File: src/rtl/kev_pkg.sv
package kev_pkg;

    localparam int KEV_DEPTH  = 16;
    localparam int KEV_CODE_W = 7;
    localparam int KEV_IDX_W  = 8;

    typedef struct packed {
        logic                  pressed;
        logic [KEV_CODE_W-1:0] code;
    } kev_event_t;

    localparam int KEV_EVT_W = $bits(kev_event_t);

    typedef enum logic [1:0] {
        PUSH_NONE  = 2'd0,
        PUSH_STORE = 2'd1,
        PUSH_FULL  = 2'd2,
        PUSH_MUTED = 2'd3
    } push_fate_e;

    // Muting has priority over the full check: a muted event never raises a new error.
    function automatic push_fate_e classify_push(input logic req, input logic muted,
                                                 input logic full);
        if (!req)
            return PUSH_NONE;
        else if (muted)
            return PUSH_MUTED;
        else if (full)
            return PUSH_FULL;
        else
            return PUSH_STORE;
    endfunction

    function automatic kev_event_t make_event(input logic [KEV_CODE_W-1:0] code,
                                              input logic pressed);
        kev_event_t e;
        e.pressed = pressed;
        e.code    = code;
        return e;
    endfunction

endpackage

File: src/rtl/kev_ptr_ctrl.sv
module kev_ptr_ctrl
    import kev_pkg::*;
#(
    parameter  int DEPTH = KEV_DEPTH,
    localparam int PTR_W = $clog2(DEPTH),
    localparam int LEN_W = PTR_W + 1
) (
    input  logic             clk,
    input  logic             rst,
    input  logic             flush,
    input  logic             pop_req,
    input  logic             push_req,
    input  logic             muted,
    output logic [PTR_W-1:0] start_q,
    output logic [LEN_W-1:0] len_q,
    output logic             wr_en,
    output logic [PTR_W-1:0] wr_slot,
    output logic             key_irq,
    output logic             ovf_drop
);

    localparam logic [LEN_W-1:0] FULL_LEN = LEN_W'(DEPTH);
    localparam logic [LEN_W-1:0] LEN_ONE  = LEN_W'(1);
    localparam logic [PTR_W-1:0] PTR_ONE  = PTR_W'(1);

    logic [PTR_W-1:0] s_flushed, s_popped;
    logic [LEN_W-1:0] l_flushed, l_popped, l_next;
    logic             pop_ok;
    push_fate_e       fate;

    // Order within a cycle: flush, then consuming read, then push.
    always_comb begin
        s_flushed = flush ? '0 : start_q;
        l_flushed = flush ? '0 : len_q;
        pop_ok    = pop_req && (l_flushed > LEN_ONE);
        s_popped  = pop_ok ? s_flushed + PTR_ONE : s_flushed;
        l_popped  = pop_ok ? l_flushed - LEN_ONE : l_flushed;
        fate      = classify_push(push_req, muted, l_popped == FULL_LEN);
        wr_en     = (fate == PUSH_STORE);
        wr_slot   = s_popped + l_popped[PTR_W-1:0];
        l_next    = wr_en ? l_popped + LEN_ONE : l_popped;
        key_irq   = wr_en;
        ovf_drop  = (fate == PUSH_FULL);
    end

    always_ff @(posedge clk) begin
        if (rst) begin
            start_q <= '0;
            len_q   <= '0;
        end else begin
            start_q <= s_popped;
            len_q   <= l_next;
        end
    end

    p_len_bound_r2: assert property (@(posedge clk) disable iff (rst)
        len_q <= FULL_LEN);

    p_push_grows_r2: assert property (@(posedge clk) disable iff (rst)
        (key_irq && !pop_req && !flush) |=> (len_q == $past(len_q) + LEN_ONE));

    p_irq_excl_r3: assert property (@(posedge clk) disable iff (rst)
        !(key_irq && ovf_drop));

    p_no_overflow_r4: assert property (@(posedge clk) disable iff (rst)
        ovf_drop |=> (len_q == FULL_LEN));

    p_muted_quiet_r5: assert property (@(posedge clk) disable iff (rst)
        (push_req && muted) |-> (!key_irq && !ovf_drop));

    p_short_pop_r6: assert property (@(posedge clk) disable iff (rst)
        (pop_req && !push_req && !flush && len_q <= LEN_ONE)
            |=> ($stable(len_q) && $stable(start_q)));

    p_idle_hold_r7: assert property (@(posedge clk) disable iff (rst)
        (!pop_req && !push_req && !flush) |=> ($stable(len_q) && $stable(start_q)));

    p_flush_clear_r8: assert property (@(posedge clk) disable iff (rst)
        (flush && !push_req) |=> (len_q == '0 && start_q == '0));

    p_pop_then_push_r9: assert property (@(posedge clk) disable iff (rst)
        (pop_req && push_req && !muted && !flush && len_q == FULL_LEN) |-> key_irq);

endmodule

File: src/rtl/kev_store.sv
module kev_store
    import kev_pkg::*;
#(
    parameter  int DEPTH = KEV_DEPTH,
    localparam int PTR_W = $clog2(DEPTH)
) (
    input  logic                   clk,
    input  logic                   rst,
    input  logic                   wr_en,
    input  logic [PTR_W-1:0]       wr_slot,
    input  kev_event_t             wr_data,
    output kev_event_t [DEPTH-1:0] slots
);

    for (genvar g = 0; g < DEPTH; g++) begin : g_slot
        always_ff @(posedge clk) begin
            if (rst)
                slots[g] <= '0;
            else if (wr_en && (wr_slot == PTR_W'(g)))
                slots[g] <= wr_data;
        end
    end

    p_write_lands_r2: assert property (@(posedge clk) disable iff (rst)
        wr_en |=> (slots[$past(wr_slot)] == $past(wr_data)));

endmodule

File: src/rtl/kev_read_mux.sv
module kev_read_mux
    import kev_pkg::*;
#(
    parameter  int DEPTH = KEV_DEPTH,
    parameter  int IDX_W = KEV_IDX_W,
    localparam int PTR_W = $clog2(DEPTH),
    localparam int LEN_W = PTR_W + 1
) (
    input  kev_event_t [DEPTH-1:0] slots,
    input  logic [PTR_W-1:0]       start_q,
    input  logic [LEN_W-1:0]       len_q,
    input  logic [IDX_W-1:0]       peek_idx,
    output kev_event_t             pop_data,
    output kev_event_t             peek_data
);

    localparam logic [PTR_W-1:0] PTR_ONE = PTR_W'(1);
    localparam logic [LEN_W-1:0] LEN_ONE = LEN_W'(1);

    logic [PTR_W-1:0] pop_slot, peek_slot;
    logic             peek_hit;

    always_comb begin
        pop_slot  = start_q + PTR_ONE;
        peek_slot = start_q + peek_idx[PTR_W-1:0];
        peek_hit  = int'(peek_idx) < int'(len_q);
        pop_data  = (len_q > LEN_ONE) ? slots[pop_slot] : '0;
        peek_data = peek_hit ? slots[peek_slot] : '0;
    end

endmodule

File: src/rtl/kev_fifo.sv
module kev_fifo
    import kev_pkg::*;
#(
    parameter  int DEPTH  = KEV_DEPTH,
    parameter  int IDX_W  = KEV_IDX_W,
    localparam int PTR_W  = $clog2(DEPTH),
    localparam int LEN_W  = PTR_W + 1
) (
    input  logic                  clk,
    input  logic                  rst,
    input  logic                  flush,
    input  logic                  push_valid,
    input  logic [KEV_CODE_W-1:0] push_code,
    input  logic                  push_pressed,
    input  logic                  err_status,
    input  logic                  ovf_err,
    input  logic                  pop_req,
    output logic [KEV_EVT_W-1:0]  pop_data,
    input  logic [IDX_W-1:0]      peek_idx,
    output logic [KEV_EVT_W-1:0]  peek_data,
    output logic [LEN_W-1:0]      fill_len,
    output logic                  key_irq,
    output logic                  ovf_drop
);

    logic [PTR_W-1:0]       start_q, wr_slot;
    logic [LEN_W-1:0]       len_q;
    logic                   wr_en;
    kev_event_t             wr_data;
    kev_event_t [DEPTH-1:0] slots;
    kev_event_t             pop_evt, peek_evt;

    assign wr_data = make_event(push_code, push_pressed);

    kev_ptr_ctrl #(.DEPTH(DEPTH)) i_ptr (
        .clk      (clk),
        .rst      (rst),
        .flush    (flush),
        .pop_req  (pop_req),
        .push_req (push_valid),
        .muted    (err_status && ovf_err),
        .start_q  (start_q),
        .len_q    (len_q),
        .wr_en    (wr_en),
        .wr_slot  (wr_slot),
        .key_irq  (key_irq),
        .ovf_drop (ovf_drop)
    );

    kev_store #(.DEPTH(DEPTH)) i_store (
        .clk     (clk),
        .rst     (rst),
        .wr_en   (wr_en),
        .wr_slot (wr_slot),
        .wr_data (wr_data),
        .slots   (slots)
    );

    kev_read_mux #(.DEPTH(DEPTH), .IDX_W(IDX_W)) i_rd (
        .slots     (slots),
        .start_q   (start_q),
        .len_q     (len_q),
        .peek_idx  (peek_idx),
        .pop_data  (pop_evt),
        .peek_data (peek_evt)
    );

    assign pop_data  = pop_evt;
    assign peek_data = peek_evt;
    assign fill_len  = len_q;

    p_pop_head_r6: assert property (@(posedge clk) disable iff (rst)
        (pop_req && !flush && !push_valid && len_q > LEN_W'(1))
            |=> (peek_idx != '0 || peek_data == $past(pop_data)));

    p_far_peek_r7: assert property (@(posedge clk) disable iff (rst)
        (int'(peek_idx) >= DEPTH) |-> (peek_data == '0));

endmodule

File: config.mk
export PLATFORM = sky130hd
export DESIGN_NAME = kev_fifo
export DESIGN_NICKNAME = d
export VERILOG_FILES = /design/src/rtl/kev_pkg.sv /design/src/rtl/kev_ptr_ctrl.sv /design/src/rtl/kev_store.sv /design/src/rtl/kev_read_mux.sv /design/src/rtl/kev_fifo.sv
export SDC_FILE = /design/constraint.sdc
export NUM_CORES = 1
export LEC_CHECK = 0
export ABC_AREA = 0
export BUFFER_PORTS_ARGS = -buffer_cell sky130_fd_sc_hd__buf_2
export CAP_MARGIN = 20
export CORE_MARGIN = 5
export CORE_UTILIZATION = 24
export CTS_BUF_LIST = sky130_fd_sc_hd__clkbuf_4
export CTS_CLUSTER_SIZE = 20
export DETAILED_ROUTE_END_ITERATION = 7
export GPL_TIMING_DRIVEN = 0
export PLACE_DENSITY = 0.48
export SLEW_MARGIN = 20
export SYNTH_ARGS = -nofsm -noshare
export SYNTH_HDL_FRONTEND = slang
export SYNTH_HIERARCHICAL = 1
export SYNTH_SLANG_ARGS = --single-unit
File: constraint.sdc
create_clock -name clk -period 5 [get_ports clk]
set_clock_uncertainty 0.1 [all_clocks]
set_input_delay 0.75 -clock clk [delete_from_list [all_inputs] [get_ports clk]]
set_output_delay 0.75 -clock clk [all_outputs]
set_load 0.005 [all_outputs]
==> results.md, run 1 <==
* Status: finished, final reports clean
* Clk slew on worst S/H paths at 0.12 ns
* Critical path launch point: flush
* Largest net degree at the start of global routing at 17
* Final Net Count at 895
* Detailed-route DRC error count at 0
* Final worst-path cycle share at 92.3%
* CTS Hold Bufs at 0
* Mapped Cells at 792
* Post-synth EDFFs at 0
* Final hold viol count at 0
* Post-place setup slack at 0.0242 ns
* CTS tree: yes
* Die ar. at 0.0387 sq mm
* CTS resizes at 0
* Vias in the first global route at 6,368
* Total number of vias at 6,228
* Gpl congestion at 0.833
* CP Launch Type: primary input
* Hpwl dp at 19,200 um
* Fmax achieved at 0.217 GHz
* Worst R2R Start: i_ptr/len_q[1]
* Die W at 197 um
* Worst Path Required at 4.15 ns
* Max Root-Sink Buffers at 2
* PwrDens at 238 mW/mm^2
* Hold Crit Start: i_store/slots[41]
* Final WL at 25,800 um
* # rows at 68
* HP Class: register to register
* Total GRT Usage at 13.4%
* Max cap viols at 0
* IO buf count at 43
* GRT Residual Overflow at 0
* Clock period minus worst slack at 4.61 ns
* Average size of a mapped cell at 10.6 sq um
* Cell Area, Synth at 0.00837 sq mm
* Commonest non-fill, non-tap cell in the layout: mux2i_1
* RSZ-0062 raised after global routing: false
* Initial antenna violation count at 4
* I/O pins at 46
* Max-slew violation count at 0
* CP Class: primary input to output pin
* Reg2reg path depth at 15
* Multi-input combinational cell area at 0.00524 sq mm
* Starting density of the core at 24.3%
* Final worst slack at 0.387 ns
* Sequential-to-total area share from yosys stat at 32.8%
* Share of layout cells above drive strength 1 at 21.5%
* Xor and xnor area share after synthesis at 1.45%
* Synth cell types at 62
* Num Clock Sinks at 137
* Setup tns final at 0 ns
* Setup Viol. Count Final at 0
* R2R setup slack at 0.80 ns
* Register area at 0.00274 sq mm
* Critical path peak fanout at 10
* WP data arrival at 3.76 ns
* Worst reg2reg endpoint: i_store/slots[26]
* Post-synthesis net count at 832
* Post-synth ARST share at 0%
* Synth Flop Type: dfxtp_1
* CP endpoint: key_irq
* Post-route ant nets at 0
* TritonCTS buffer count at 17
* DRT iter0 DRCs at 330
* Most frequent cells in the layout: mux2i_1, nand2b_1, dfxtp_1
* PnR Total Power at 0.00226 W
* Number of fill cells at 3,659
* Post-synthesis compound-gate area fraction at 7.77%
* Area Overhead vs Synth at 13.2%
* Drt pass-1 iters at 5
* Adder-Cell Fraction of Synth Area at 2.72%
* Postcts setup bufs at 0
* Mux contribution to synthesized area at 32.9%
* Routed len/inst at 19.5 um
* H-tree depth at 4
* Later-pin clock latency in the skew report at 0.57 ns
* Worst vdd ir at 0.121 mV
* Die Ht at 197 um
* Seq cells post-synth at 137
* Worst Setup End Kind: output pin
* Post-Synth Simple-Gate Area at 17.6%
* Largest family of logic cells by synthesized area: multiplexers
* Yosys warnings at 6
* First-pass GRT wire length at 39,900 um
* Vias/cell at 4.70
* Max-slew headroom at 36.4%
* Slew at the pin closest to its max-slew limit at 0.928 ns
* Core Area at 0.0345 sq mm
* Leak Pwr at 4.19 nW
* Root Buffer: clkbuf_4
[Yosys cell counts, types with 4 or more instances]
| cell | count | area (sq um) |
|---|---|---|
| a21boi_1 | 7 | 52.6 |
| a21oi_1 | 16 | 80.1 |
| a22oi_1 | 41 | 308 |
| and2_1 | 5 | 31.3 |
| buf_2 | 24 | 120 |
| buf_4 | 4 | 30.0 |
| buf_6 | 7 | 78.8 |
| clkbuf_1 | 25 | 93.8 |
| dfxtp_1 | 137 | 2740 |
| ha_1 | 15 | 188 |
| inv_1 | 11 | 41.3 |
| mux2i_1 | 196 | 1960 |
| mux4_2 | 34 | 766 |
| nand2_1 | 7 | 26.3 |
| nand2_2 | 11 | 68.8 |
| nand2b_1 | 140 | 876 |
| nand3_1 | 18 | 90.1 |
| nor2_1 | 13 | 48.8 |
| nor2b_1 | 10 | 62.6 |
| xnor2_1 | 8 | 70.1 |
| xor2_1 | 4 | 35.0 |
[cell type report]
| type | instances | share of cell area (%) |
|---|---|---|
| Clock buffer | 17 | 1.35 |
| Clock inverter | 15 | 1.91 |
| Tap cell | 455 | 6.01 |
| Sequential cell | 137 | 28.9 |
| Multi-Input combinational cell | 579 | 55.2 |
| Timing Repair Buffer | 44 | 2.32 |
| Buffer | 65 | 3.76 |
| Antenna cell | 1 | 0.0264 |
| Inverter | 11 | 0.436 |
[kinds of logic (layout without fill, tap and decap cells)]
group / count (synthesis) / count (layout)
compound gates: 86 / 86
xor+xnor: 13 / 13
fa+ha+maj: 17 / 17
buf+inv: 76 / 152
flops: 137 / 137
mux: 232 / 232
other cells: 0 / 1
simple gates: 231 / 231
[critical path: stages]
cell       delay, ns
clkbuf_1        0.20
buf_2           0.27
nand2b_1        0.19
ha_1            0.21
o21ba_2         0.26
o21ai_4         0.10
o32ai_1         0.63
inv_1           0.10
ha_1            0.21
and4bb_2        0.25
o2111ai_1       0.11
o211ai_1        0.21
inv_1           0.15
buf_2           0.13
[worst min-delay path by stage]
stage,endpoint,cells after the start
6_report,i_store/slots[41],2
5_1_grt,i_store/slots[5],2
4_1_cts,i_store/slots[41],2
3_5_place_dp,i_store/slots[42],2
3_3_place_gp,i_store/slots[0],2
2_1_floorplan,i_store/slots[7],2
[report_power, final]
part	switching (W)	total, W	internal (W)
sequential	0.0000146	0.00112	0.00110
clock	0.000492	0.000811	0.000319
combinational	0.000195	0.000329	0.000134
[routing by layer]
| layer | part of all wire, % | track usage, % | vias up |
|---|---|---|---|
| li1 | - | - | 2967 |
| met1 | 48 | 18.5 | 3105 |
| met2 | 47 | 22.2 | 132 |
| met3 | 3.3 | 1.74 | 22 |
| met4 | 1.5 | 3.80 | 2 |
| met5 | 0.050 | 0 | - |
[state kept, by name, summed over array words and instances (netlist names)]
| signal | flops |
|---|---|
| i_store/slots | 128 |
| i_ptr/len_q | 5 |
| i_ptr/start_q | 4 |
[per-stage QoR]
| step | util [%] | hold slack [ns] | cell area (sq um) | instances |
|---|---|---|---|---|
| 3_5_place_dp | 26.6 | 0.379 | 9170 | 1291 |
| 6_report | 27.5 | 0.396 | 9480 | 1324 |
| 2_1_floorplan | - | 0.358 | 8370 | 792 |
| 4_1_cts | 27.5 | 0.400 | 9470 | 1323 |
| 5_1_grt | 27.5 | 0.420 | 9480 | 1324 |
| 3_3_place_gp | 26.6 | 0.374 | 9150 | 1290 |
Note: power is estimated with default switching activity, not from simulation.
==> run 2, diff against run 1 <==
--- a/config.mk
+++ b/config.mk
@@ -9,12 +9,12 @@
 export BUFFER_PORTS_ARGS = -buffer_cell sky130_fd_sc_hd__buf_2
 export CAP_MARGIN = 20
 export CORE_MARGIN = 5
-export CORE_UTILIZATION = 24
+export CORE_UTILIZATION = 64
 export CTS_BUF_LIST = sky130_fd_sc_hd__clkbuf_4
 export CTS_CLUSTER_SIZE = 20
 export DETAILED_ROUTE_END_ITERATION = 7
 export GPL_TIMING_DRIVEN = 0
-export PLACE_DENSITY = 0.48
+export PLACE_DENSITY = 0.93
 export SLEW_MARGIN = 20
 export SYNTH_ARGS = -nofsm -noshare
 export SYNTH_HDL_FRONTEND = slang
==> run 2 against run 1 <==
Hold slack gained 0.0014 ns. Fmax is 0.49% lower. Die area down 60%. Sequential cell count is the same. Total power fell by 3.5%. Non-clock buffer count unchanged. Worst setup slack got worse by 0.023 ns. Core utilization rose by 44 points. Critical path type unchanged. Critical endpoint unchanged.
==> results.md, run 2 (synthesized netlist as in run 1, its figures left out) <==
* Setup tns final at 0 ns (unchanged)
* Routed len/inst at 20.8 um (+6.7%)
* Post-place setup slack at 0.0776 ns (+0.0533 ns)
* CTS tree: yes
* Root Buffer: clkbuf_4
* Final worst-path cycle share at 92.7% (+0.45 points)
* Fmax achieved at 0.216 GHz (-0.49%)
* Area Overhead vs Synth at 8.69%
* Max cap viols at 0 (unchanged)
* Max-slew violation count at 0 (unchanged)
* Setup Viol. Count Final at 0 (unchanged)
* Slowest-stage cell, CP: o32ai_1
* Final hold viol count at 0 (unchanged)
* I/O pins at 46 (unchanged)
* Gpl congestion at 0.928 (+11%)
* Starting density of the core at 65.8% (+41 points)
* Total number of vias at 6,573 (+5.5%)
* PwrDens at 240 mW/mm^2 (+0.54%)
* Largest net degree at the start of global routing at 17 (unchanged)
* Post-route ant nets at 0 (unchanged)
* GRT Residual Overflow at 0 (unchanged)
* Worst Setup End Kind: output pin
* RSZ-0062 raised after global routing: false
* Drt pass-1 iters at 7 (+2)
* Clock period minus worst slack at 4.64 ns (+0.0225 ns)
* TritonCTS buffer count at 17 (unchanged)
* CP Launch Type: primary input
* Worst vdd ir at 0.247 mV (+100%)
* Crit-path cells: clkbuf_1 > buf_2 > nand2b_1 > ha_1 > o21ba_2 > o21ai_4 > o32ai_1 > inv_1 > ha_1 > and4bb_2 > o2111ai_1 > o211ai_1 > inv_1 > buf_2
* Final WL at 21,700 um (-16%)
* CP Class: primary input to output pin
* Number of fill cells at 941 (-74%)
* CTS resizes at 0 (unchanged)
* Register with the most flip-flops: i_store/slots
* Most frequent cells in the layout: mux2i_1, nand2b_1, dfxtp_1
* Max Root-Sink Buffers at 2 (unchanged)
* Top flop regs: i_store/slots x128, i_ptr/len_q x5, i_ptr/start_q x4
* Vias in the first global route at 6,456 (+1.4%)
* Max-slew headroom at 39.8% (+3.4 points)
* Leak Pwr at 4.19 nW (about the same)
* First-pass GRT wire length at 34,600 um (-13%)
* GRT met2 Usage at 44.3% (+22 points)
* Worst R2R Start: i_ptr/len_q[1]
* Detailed-route DRC error count at 0 (unchanged)
* Die Ht at 124 um (-37%)
* Worst Path Required at 4.15 ns (about the same)
* Vias/cell at 6.32 (+34%)
* HP Class: register to register
* IO buf count at 43 (unchanged)
* Clk slew on worst S/H paths at 0.10 ns (-0.02 ns)
* WP data arrival at 3.79 ns (+0.03 ns)
* Die W at 124 um (-37%)
* Die ar. at 0.0155 sq mm (-60%)
* CP endpoint: key_irq
* Postcts setup bufs at 0 (unchanged)
* Reg2reg path depth at 13 (-2)
* Final Net Count at 895 (unchanged)
* Initial antenna violation count at 1 (-3)
* Later-pin clock latency in the skew report at 0.56 ns (about the same)
* Hpwl dp at 15,900 um (-17%)
* Share of layout cells above drive strength 1 at 21.1% (-0.44 points)
* DRT iter0 DRCs at 641 (+94%)
* M1 GR Usage at 36.1% (+18 points)
* H-tree depth at 4 (unchanged)
* Critical path launch point: flush
* Total GRT Usage at 27.9% (+15 points)
* # rows at 41 (-40%)
* Final worst slack at 0.365 ns (-0.0225 ns)
* Core Area at 0.0127 sq mm (-63%)
* Commonest non-fill, non-tap cell in the layout: mux2i_1
* Status: finished, final reports clean
* CP peak stage delay at 0.67 ns (+0.04 ns)
* Largest register FFs at 128 (unchanged)
* Critical path peak fanout at 10 (unchanged)
* Slew at the pin closest to its max-slew limit at 0.897 ns (-0.0306 ns)
* GR peak layer: met2
* Worst reg2reg endpoint: i_store/slots[27]
* Num Clock Sinks at 137 (unchanged)
* CTS Hold Bufs at 0 (unchanged)
* Routing usage on met3 at 7.29% (+5.5 points)
* R2R setup slack at 0.71 ns (-0.09 ns)
==> run 2: critical path: cells and delay by family <==
family,cells,cell delay [ns]
AOI/OAI and AO/OA,5,1.32
buffers and inverters,5,0.85
adders and majority gates,2,0.42
and+or+nand+nor,2,0.44
==> run 2: final cells by class <==
| cell class | instances | area (sq um) | area share [%] |
|---|---|---|---|
| diodes | 1 | 2.50 | 0.0275 |
| inverters | 11 | 41.3 | 0.454 |
| multi-input cells | 579 | 5240 | 57.6 |
| flip-flops and latches | 137 | 2740 | 30.2 |
| clock buffers | 20 | 150 | 1.65 |
| repair buffers | 44 | 223 | 2.45 |
| plain buffers | 65 | 357 | 3.92 |
| clock inverters | 11 | 130 | 1.43 |
| well taps | 172 | 215 | 2.37 |
==> run 2: stage by stage <==
step	cell area, sq um	instances	power, W	hold WS, ns	utilization [%]
global route	9100	1040	0.00226	0.420	71.5
detailed placement	8810	1008	0.00145	0.383	69.3
floorplan	8370	792	0.00137	0.358	-
global placement	8800	1007	0.00145	0.371	69.2
CTS	9090	1039	0.00218	0.399	71.5
finish	9100	1040	0.00218	0.397	71.5
==> run 2: worst min-delay path by stage <==
| stage | startpoint | endpoint | slack, ns | depth (start not counted) |
|---|---|---|---|---|
| floorplan | i_store/slots[7] | i_store/slots[7] | 0.36 | 2 |
| finish | i_store/slots[42] | i_store/slots[42] | 0.40 | 2 |
| global placement | i_store/slots[40] | i_store/slots[40] | 0.37 | 2 |
| global route | i_store/slots[42] | i_store/slots[42] | 0.42 | 2 |
| CTS | i_store/slots[42] | i_store/slots[42] | 0.40 | 2 |
| detailed placement | i_store/slots[122] | i_store/slots[122] | 0.38 | 2 |
==> run 2: routing by layer <==
metal	part of all wire (%)	vias up
met5	0	-
met4	3.4	0
met3	8.2	63
met2	47	311
met1	41	3237
li1	-	2962
==> run 2: power breakdown <==
part	total [W]	leakage, nW	switching (W)	internal, W
Clock	0.000742	0.159	0.000390	0.000353
Combinational	0.000320	2.93	0.000185	0.000135
Sequential	0.00112	1.10	0.0000142	0.00110
Total	0.00218	4.19	0.000589	0.00159
==> run 3, diff against run 2 <==
--- a/config.mk
+++ b/config.mk
@@ -8,8 +8,10 @@
 export ABC_AREA = 0
 export BUFFER_PORTS_ARGS = -buffer_cell sky130_fd_sc_hd__buf_2
 export CAP_MARGIN = 20
+export CELL_PAD_IN_SITES_DETAIL_PLACEMENT = 1
+export CELL_PAD_IN_SITES_GLOBAL_PLACEMENT = 1
 export CORE_MARGIN = 5
-export CORE_UTILIZATION = 64
+export CORE_UTILIZATION = 51
 export CTS_BUF_LIST = sky130_fd_sc_hd__clkbuf_4
 export CTS_CLUSTER_SIZE = 20
 export DETAILED_ROUTE_END_ITERATION = 7
==> run 3 against run 2 <==
Die area grew 23%. Sequential cell count unchanged. First-iteration DRC count decreased by 21%. Wire length rose by 22%. Clock-buffer cell count is 1 lower. Combinational power up 5%. Final area hardly changed. Core utilization shrank 15 points. Largest power group unchanged.
==> results.md, run 3 (synthesized netlist as in run 1, its figures left out) <==
* Clock period minus worst slack at 4.54 ns (-0.0952 ns)
* Max-slew headroom at 38.5% (-1.3 points)
* Routed len/inst at 24.3 um (+17%)
* HP Class: register to register
* IO buf count at 43 (unchanged)
* Root Buffer: clkbuf_4
* Die ar. at 0.0191 sq mm (+23%)
* Worst Setup End Kind: output pin
* Final worst-path cycle share at 90.8% (-1.9 points)
* Worst hold slack at 0.399 ns (+0.00225 ns)
* Total GRT Usage at 27.4% (-0.51 points)
* Num Clock Sinks at 137 (unchanged)
* Most frequent cells in the layout: mux2i_1, nand2b_1, dfxtp_1
* Final worst slack at 0.460 ns (+0.0952 ns)
* Postcts setup bufs at 0 (unchanged)
* Final hold viol count at 0 (unchanged)
* Vias in the first global route at 7,223 (+12%)
* CP Class: primary input to output pin
* Register with the most flip-flops: i_store/slots
* Leak Pwr at 4.17 nW (-0.62%)
* Worst Path Required at 4.15 ns (about the same)
* Max cap viols at 0 (unchanged)
* Fmax achieved at 0.220 GHz (+2.1%)
* Setup Viol. Count Final at 0 (unchanged)
* WP data arrival at 3.69 ns (-0.10 ns)
* Worst path buffer plus inverter count at 5 (unchanged)
* Slowest-stage cell, CP: o32ai_1
* Top flop regs: i_store/slots x128, i_ptr/len_q x5, i_ptr/start_q x4
* Largest register FFs at 128 (unchanged)
* Core Area at 0.0160 sq mm (+26%)
* Vias/cell at 6.14 (-2.9%)
* Drt pass-1 iters at 5 (-2)
* First-pass GRT wire length at 41,200 um (+19%)
* CTS Hold Bufs at 0 (unchanged)
* Die Ht at 138 um (+11%)
* Commonest non-fill, non-tap cell in the layout: mux2i_1
* Clk slew on worst S/H paths at 0.11 ns (about the same)
* Area Overhead vs Synth at 8.76% (about the same)
* Placed Cells at 1,052 (+4.4%)
* I/O pins at 46 (unchanged)
* TritonCTS buffer count at 17 (unchanged)
* Gpl congestion at 0.899 (-3.1%)
* Status: finished, final reports clean
* Crit-path cells: clkbuf_1 > buf_2 > nand2b_1 > ha_1 > o21ba_2 > o21ai_4 > o32ai_1 > inv_1 > ha_1 > and4bb_2 > o2111ai_1 > o211ai_1 > inv_1 > buf_2
* Number of fill cells at 1,808 (+92%)
* Worst vdd ir at 0.183 mV (-26%)
* Delay-heaviest family, CP: compound AO/OA/AOI/OAI gates
* CTS tree: yes
* GRT Residual Overflow at 0 (unchanged)
* CP peak stage delay at 0.65 ns (-0.02 ns)
* Hpwl dp at 19,400 um (+22%)
* Die W at 138 um (+11%)
* Detailed-route DRC error count at 0 (unchanged)
* Setup tns final at 0 ns (unchanged)
* Critical path peak fanout at 10 (unchanged)
* PwrDens at 232 mW/mm^2 (-3.1%)
* Starting density of the core at 52.3% (-13 points)
* Initial antenna violation count at 1 (unchanged)
* DRT iter0 DRCs at 504 (-21%)
* RSZ-0062 raised after global routing: false
* CP Launch Type: primary input
* Share of layout cells above drive strength 1 at 21.0% (-0.14 points)
* Post-place setup slack at -0.0491 ns (-0.127 ns)
* Max-slew violation count at 0 (unchanged)
* Slew at the pin closest to its max-slew limit at 0.923 ns (+0.0260 ns)
* # rows at 46 (+12%)
* Total number of vias at 6,664 (+1.4%)
* Max Root-Sink Buffers at 2 (unchanged)
* H-tree depth at 4 (unchanged)
* CTS resizes at 0 (unchanged)
* Cell Count, Final, Fillers Out at 1,086 (+4.4%)
* Final Net Count at 895 (unchanged)
* Post-route ant nets at 0 (unchanged)
* Final WL at 26,400 um (+22%)
* Largest net degree at the start of global routing at 17 (unchanged)
* Later-pin clock latency in the skew report at 0.57 ns (about the same)
==> run 3: changes by cell type in the layout (fill, tap and decap cells not counted) <==
cell        before  now
bufinv_16        3    1
clkbuf_4        20   19
clkinv_1         3    5
clkinv_2         4    6
clkinv_4         1    0
clkinvlp_4       0    1
diode_2          1    2
==> run 3: path summary, 6_finish.rpt <==
check	startpoint	endpoint	slack [ns]	cells after the start
worst max-delay path	flush	key_irq	0.46	14
worst min-delay path	i_store/slots[5]	i_store/slots[5]	0.40	2
worst max register to register	i_ptr/len_q[1]	i_store/slots[25]	0.59	13
worst min register to register	i_store/slots[5]	i_store/slots[5]	0.40	2
==> run 3: worst min-delay path, delay by kind of cell (launching register included) <==
family           cells  cell delay, ns
and+or+nand+nor      1            0.07
muxes                1            0.06
DFF                  1            0.34
==> run 3: stage by stage <==
step                instance area (sq um)  total power [W]  util [%]
floorplan                            8370          0.00137         -
global placement                     8850          0.00145      55.3
detailed placement                   8870          0.00147      55.4
CTS                                  9100          0.00211      56.9
global route                         9100          0.00219      56.9
finish                               9100          0.00211      56.9
==> run 3: layout make-up <==
type,count,area (sq um),share of cell area [%]
inverter,11,41.3,0.454
buffer,65,357,3.92
multi-input combinational,579,5240,57.5
clock inverter,13,86.3,0.948
timing repair buffer,44,223,2.45
sequential,137,2740,30.1
clock buffer,19,143,1.57
tap,216,270,2.97
antenna,2,5.00,0.0550
==> run 3: where the power goes <==
group / leakage, nW / internal, W / total (W) / switching, W
Sequential: 1.10 / 0.00110 / 0.00112 / 0.0000153
Combinational: 2.93 / 0.000135 / 0.000336 / 0.000201
Clock: 0.133 / 0.000243 / 0.000659 / 0.000416
Total: 4.17 / 0.00148 / 0.00211 / 0.000633
==> run 3: routing by layer <==
| metal | wire (um) | vias to the layer above | global-route usage (%) |
|---|---|---|---|
| met3 | 1680 | 86 | 7.34 |
| met4 | 991 | 0 | 12.4 |
| met5 | 0 | - | 0 |
| met2 | 13200 | 248 | 47.1 |
| li1 | - | 2967 | - |
| met1 | 10500 | 3363 | 32.1 |
